<file path="src/rtl/cmp_pkg.sv">
package cmp_pkg;

    typedef struct packed {
        logic ovf;
        logic gt;
        logic ge;
        logic lt;
        logic le;
        logic eq;
    } cmp_flags_t;

    localparam cmp_flags_t CMP_FLAGS_CLEAR = '{default: 1'b0};

    function automatic cmp_flags_t cmp_gate(input cmp_flags_t raw, input logic ovf);
        cmp_flags_t res;
        res = ovf ? CMP_FLAGS_CLEAR : raw;
        res.ovf = ovf;
        return res;
    endfunction

endpackage

</file>
<file path="src/rtl/cmp_incr.sv">
module cmp_incr #(
    parameter int WIDTH = 4
) (
    input  logic [WIDTH-1:0] val,
    output logic [WIDTH:0]   succ
);
    localparam int EXT = WIDTH + 1;

    always_comb begin
        succ = {1'b0, val} + EXT'(1);
    end
endmodule

</file>
<file path="src/rtl/cmp_relate.sv">
module cmp_relate
    import cmp_pkg::*;
#(
    parameter int WIDTH = 4
) (
    input  logic [WIDTH-1:0] opa,
    input  logic [WIDTH:0]   succ,
    output cmp_flags_t       flags
);
    logic [WIDTH:0] opa_ext;
    logic           above;
    logic           same;
    logic           below;
    cmp_flags_t     raw;

    always_comb begin
        opa_ext = {1'b0, opa};
        above   = opa_ext > succ;
        same    = opa_ext == succ;
        below   = opa_ext < succ;
        raw     = CMP_FLAGS_CLEAR;
        raw.gt  = above;
        raw.ge  = above | same;
        raw.lt  = below;
        raw.le  = below | same;
        raw.eq  = same;
        flags   = cmp_gate(raw, succ[WIDTH]);
    end
endmodule

</file>
<file path="src/rtl/cmp_stage.sv">
module cmp_stage
    import cmp_pkg::*;
#(
    parameter bit REGISTERED = 1'b1
) (
    input  logic       clk,
    input  logic       rst,
    input  cmp_flags_t d,
    output cmp_flags_t q
);
    generate
        if (REGISTERED) begin : g_reg
            cmp_flags_t held;
            always_ff @(posedge clk) begin
                if (rst) begin
                    held <= CMP_FLAGS_CLEAR;
                end else begin
                    held <= d;
                end
            end
            assign q = held;
        end else begin : g_comb
            assign q = d;
        end
    endgenerate
endmodule

</file>
<file path="src/rtl/cmp_offset_top.sv">
module cmp_offset_top
    import cmp_pkg::*;
#(
    parameter int WIDTH      = 4,
    parameter bit REGISTERED = 1'b1
) (
    input  logic             clk,
    input  logic             rst,
    input  logic [WIDTH-1:0] opa,
    input  logic [WIDTH-1:0] opb,
    output logic             gt_o,
    output logic             ge_o,
    output logic             lt_o,
    output logic             le_o,
    output logic             eq_o,
    output logic             ovf_o
);
    logic [WIDTH:0] succ;
    cmp_flags_t     flags_now;
    cmp_flags_t     flags_out;

    cmp_incr #(.WIDTH(WIDTH)) incr_i (
        .val  (opb),
        .succ (succ)
    );

    cmp_relate #(.WIDTH(WIDTH)) relate_i (
        .opa   (opa),
        .succ  (succ),
        .flags (flags_now)
    );

    cmp_stage #(.REGISTERED(REGISTERED)) stage_i (
        .clk (clk),
        .rst (rst),
        .d   (flags_now),
        .q   (flags_out)
    );

    assign gt_o  = flags_out.gt;
    assign ge_o  = flags_out.ge;
    assign lt_o  = flags_out.lt;
    assign le_o  = flags_out.le;
    assign eq_o  = flags_out.eq;
    assign ovf_o = flags_out.ovf;
endmodule

</file>
<file path="config.mk">
export PLATFORM = sky130hd
export DESIGN_NAME = cmp_offset_top
export DESIGN_NICKNAME = d
export VERILOG_FILES = /design/src/rtl/cmp_pkg.sv /design/src/rtl/cmp_incr.sv /design/src/rtl/cmp_relate.sv /design/src/rtl/cmp_stage.sv /design/src/rtl/cmp_offset_top.sv
export SDC_FILE = /design/constraint.sdc
export NUM_CORES = 1
export LEC_CHECK = 0
export BUFFER_PORTS_ARGS = -buffer_cell sky130_fd_sc_hd__buf_2
export CORE_AREA = 5 5 42 44
export CTS_CLUSTER_DIAMETER = 40
export DETAILED_ROUTE_END_ITERATION = 8
export DIE_AREA = 0 0 47 49
export GPL_TIMING_DRIVEN = 0
export PLACE_DENSITY = 0.58
export RECOVER_POWER = 25
export SLEW_MARGIN = 20
export SYNTH_ARGS = -nofsm -noshare
export SYNTH_HDL_FRONTEND = slang
export SYNTH_SLANG_ARGS = --single-unit
export TNS_END_PERCENT = 5
</file>
<file path="constraint.sdc">
create_clock -name clk -period 1.6 [get_ports clk]
set_clock_uncertainty 0.2 [all_clocks]
set_input_delay 0.32 -clock clk [delete_from_list [all_inputs] [get_ports clk]]
set_output_delay 0.32 -clock clk [all_outputs]
set_load 0.05 [all_outputs]
</file>
==> results of run 1 <==
-- cell usage in the layout, fill, tap and decap left out, drive strengths merged, types with 3 or more instances in the layout --
cell | Yosys | routed
buf | 0 | 14
a21oi | 3 | 3
inv | 3 | 3
ha | 5 | 5
clkbuf | 0 | 4
nand3 | 4 | 4
dfxtp | 6 | 6
nor2 | 3 | 3
-- layout make-up --
type / instances / area, µm²
fillers: 167 / 975
multi-input cells: 22 / 178
flip-flops and latches: 6 / 120
repair buffers: 15 / 75.1
clock buffers: 3 / 22.5
well taps: 16 / 20.0
inverters: 3 / 11.3
-- stage by stage --
step	TNS [ps]	instance area (µm²)
final	0	427
after global placement	-467	400
after detailed placement	-548	400
after floorplan	0	305
after global routing	0	427
after CTS	0	423
-- timing repair --
action                                  CTS  global route
hold buffers                              0             0
endpoints found under the setup margin    0             3
resized for setup                         0             1
endpoints found under the hold margin     0             0
-- power by group through the flow --
stage | Sequential [mW] | Clock [mW] | Combinational [mW]
2_1_floorplan | 0.223 | 0 | 0.0534
3_3_place_gp | 0.170 | 0 | 0.141
3_5_place_dp | 0.170 | 0 | 0.142
4_1_cts | 0.168 | 0.142 | 0.143
5_1_grt | 0.169 | 0.150 | 0.160
6_report | 0.168 | 0.134 | 0.144
-- layer usage --
layer | global-route usage (%) | wire length [µm] | vias to the layer above
met4 | 8.29 | 23 | 0
met3 | 0.369 | 60 | 3
met2 | 7.92 | 226 | 15
met5 | 0 | 0 | -
met1 | 7.69 | 239 | 115
li1 | - | - | 144
-- final timing paths --
check | start | endpoint | slack (ps) | cells past startpoint
max | opb[0] | stage_i.q[4] | 80 | 7
min | rst | stage_i.q[5] | 40 | 2
-- cells by family after synthesis --
logic type,after synthesis,share of synthesized area (%)
and+or+nand+nor,12,24.0
DFF,6,40.3
adders and majority gates,5,21.0
AOI/OAI and AO/OA,3,5.04
buffers and inverters,3,3.78
xor gates and xnor gates,2,5.88
==> metrics.cfg, run 1 <==
[sta]
finalCriticalPeriod_ps=1520
worst_pin_slew_ps=275
whs_ps=44.5
worst_slack_ps=84.9
hold_viol_final=0
finalCritPeriodShare_pct=94.7
finalSetupViolations=0
rsz0062_at_grt=false
max-slew-margin-rel_pct=81.7
slew_violations=0
fmax_ghz=0.660

[setup_path]
slowest_stage=ha_2
worstPathMaxFanout=3
crit_chain=buf_2 > ha_2 > inv_1 > ha_1 > nand4b_1 > and3_4 > nor3b_2
required_ps=1570
crit_family=adder cells
worst_setup_path_end_kind=register
arrival_ps=1480
critPathBufInv=2
timing.critical_path.from_type=input pin
critPathKind=input pin to register
slowest_delay_ps=300

[yosys]
yosysWarnings=0
seq_area_frac_synth_pct=40.3
ys_seq_elements=6
ys.flop_type=dfxtp_1
synth_top_area_share_pct=40.3
yosys-top-cells-count=dfxtp_1 (6), ha_1 (5), nand3_1 (4)
synth_nets=46
synth_area_um2=298
synthArstFlopShare_pct=0
synth-edff-count=0
yosysMostFrequentCell=dfxtp_1
synth_area_per_cell_um2=9.61
ys_types=13
syn_inst=31
synth_top_area_cell=dfxtp_1
yosys-top-cells-area=dfxtp_1 (40%), ha_1 (21%), nand3_1 (6.7%), a21oi_1 (5.0%), nor3b_2 (4.2%)

[power]
power_mw=0.445
peakVddDrop_v=0.000189
p_seq_share_pct=37.6
p_per_area_nw_per_um2=1040
power.static_leakage_nw=0.218
clock_power_share_pct=30.0
power_frac_comb_pct=32.3
power.switching_mw=0.147
power.internal_mw=0.299
p_sw_share_pct=32.9

[detailed_routing]
route.detailed.drc=0
vias=277
antenna_left=0
wl_per_cell_um=8.43
via_per_inst=4.26
totalWireLength_um=548
drt_iter0_drc=0
drtPass1Iterations=1

[cts]
htreeDepth=1
cts.sinks=6
path_clk_slew_ps=40
cts_made_buffers=3
post-cts-setup-buffers=0
cts_tree=done
cts_buffer_depth=2
root_buffer=clkbuf_4

[final_layout]
largest_register_ffs=6
stdcell_count=65
antennaDiodeCount=0
area_growth_pct=43.3
final_core_util_pct=30.4
drive_above_1_share_pct=44.9
fin_nets=66

[global_routing]
gr-total-overflow=0
grt_pass1_wl_mm=1.04
grt_pass1_vias=302
antenna_found_initial=0
track_usage_pct=6.27
grt_max_degree=6

[die]
fp.dieH_um=49
num_io_pins=16
die-area_um2=2300
start_util_pct=21.3
fp.coreArea_um2=1400
rows=14
dieWidth_um=47

[outcome]
status=finished clean

[place]
dp_hpwl_um=475
place_inst=62
place.gp.congestion=0.656
pre_cts_ws_ps=-179
portBuffers=15

[job]
drv_cap=0

[min_path]
hold_class=input pin to register

Power figures use the tool's default switching activity.
==> inputs of run 2 (changes only) <==
GPL_TIMING_DRIVEN = unset   (was 0)
==> run 2 against run 1 <==
Against the previous run:
- count of clock-buffer cells in the layout stayed put
- critical path type unchanged
- first-iteration DRC count is 1 higher
- largest power group unchanged
- die area stayed put
- sequential share of layout area is 0.25 points lower
- highest routed layer is now met3
- critical path depth stayed put
==> metrics.cfg, run 2 (synthesis results as in run 1) <==
[power]
power_mw=0.443
peakVddDrop_v=0.000215
power.static_leakage_nw=0.223
p_per_area_nw_per_um2=1030

[cts]
root_buffer=clkbuf_4
cts_tree=done
cts.sinks=6
cts_buffer_depth=2
cts_made_buffers=3
htreeDepth=1
path_clk_slew_ps=40
ctsHoldBuffers=0
cts-resized-gates=0
post-cts-setup-buffers=0

[detailed_routing]
route.detailed.drc=0
antenna_left=0
totalWireLength_um=560
drtPass1Iterations=2
via_per_inst=4.23
drt_iter0_drc=1
wl_per_cell_um=8.48
vias=279

[die]
fp.dieH_um=49
start_util_pct=21.3
fp.coreArea_um2=1400
num_io_pins=16
dieWidth_um=47
rows=14
die-area_um2=2300

[sta]
finalCritPeriodShare_pct=95.1
finalSetupViolations=0
fmax_ghz=0.657
rsz0062_at_grt=false
setup_tns_ps=0
worst_slack_ps=78.0
whs_ps=45.6
worst_pin_slew_ps=277
max-slew-margin-rel_pct=81.6
hold_viol_final=0
slew_violations=0
finalCriticalPeriod_ps=1520

[global_routing]
grt_pass1_wl_mm=1.03
grt_max_degree=6
grt_pass1_vias=280
gr-total-overflow=0
track_usage_pct=6.13
antenna_found_initial=0

[place]
pre_cts_ws_ps=-175
portBuffers=15
place_area_um2=408
place.gp.congestion=0.635
dp_hpwl_um=510
place_inst=63

[final_layout]
layout_common_cells=buf_2 (14), dfxtp_1 (6), nand3_1 (4), ha_1 (4)
largest_register_ffs=6
area_growth_pct=44.5
drive_above_1_share_pct=44.0
final_core_util_pct=30.7
stdcell_count=66
layout_commonest_cell=buf_2
fin_nets=67
fin_area_um2=430
antennaDiodeCount=0

[setup_path]
required_ps=1520
critPathKind=input pin to register
worstPathMaxFanout=4
arrival_ps=1440
worst_setup_path_end_kind=register
timing.critical_path.from_type=input pin

[outcome]
status=finished clean

[job]
drv_cap=0

[min_path]
hold_class=input pin to register

-- run 2: changes by cell type in the layout (fill, tap and decap cells not counted) --
cell / before / now
buf_4: 0 / 1
a21oi_2: 1 / 0
a21oi_1: 2 / 3
-- run 2: layer usage --
metal  up-vias  track usage (%)  part of all wire (%)
met5         -                0                     0
met1       119             7.27                    38
met4         0             6.91                     0
li1        148                -                     -
met2        12             8.37                    47
met3         0            0.738                    15
-- run 2: final cells by class --
type                            count  area, µm²
Inverter                            3       11.3
Tap cell                           16       20.0
Fill cell                         160        971
Sequential cell                     6        120
Multi-Input combinational cell     22        174
Clock buffer                        3       22.5
Timing Repair Buffer               16       82.6
-- run 2: worst paths after layout --
path                       end  startpoint  cells past startpoint
hold / removal    stage_i.q[5]         rst                      2
setup / recovery  stage_i.q[3]      opb[0]                      7
-- run 2: where the power goes --
| group | switching (mW) | internal [mW] |
|---|---|---|
| logic | 0.0937 | 0.0494 |
| clock network | 0.0477 | 0.0844 |
| registers | 0.00271 | 0.165 |
-- run 2: critical path: stages --
cell and delay, ps:
buf_2 100, nand3_1 80, xor2_1 150, ha_1 320
a21oi_1 200, and3_4 220, a21oi_1 60
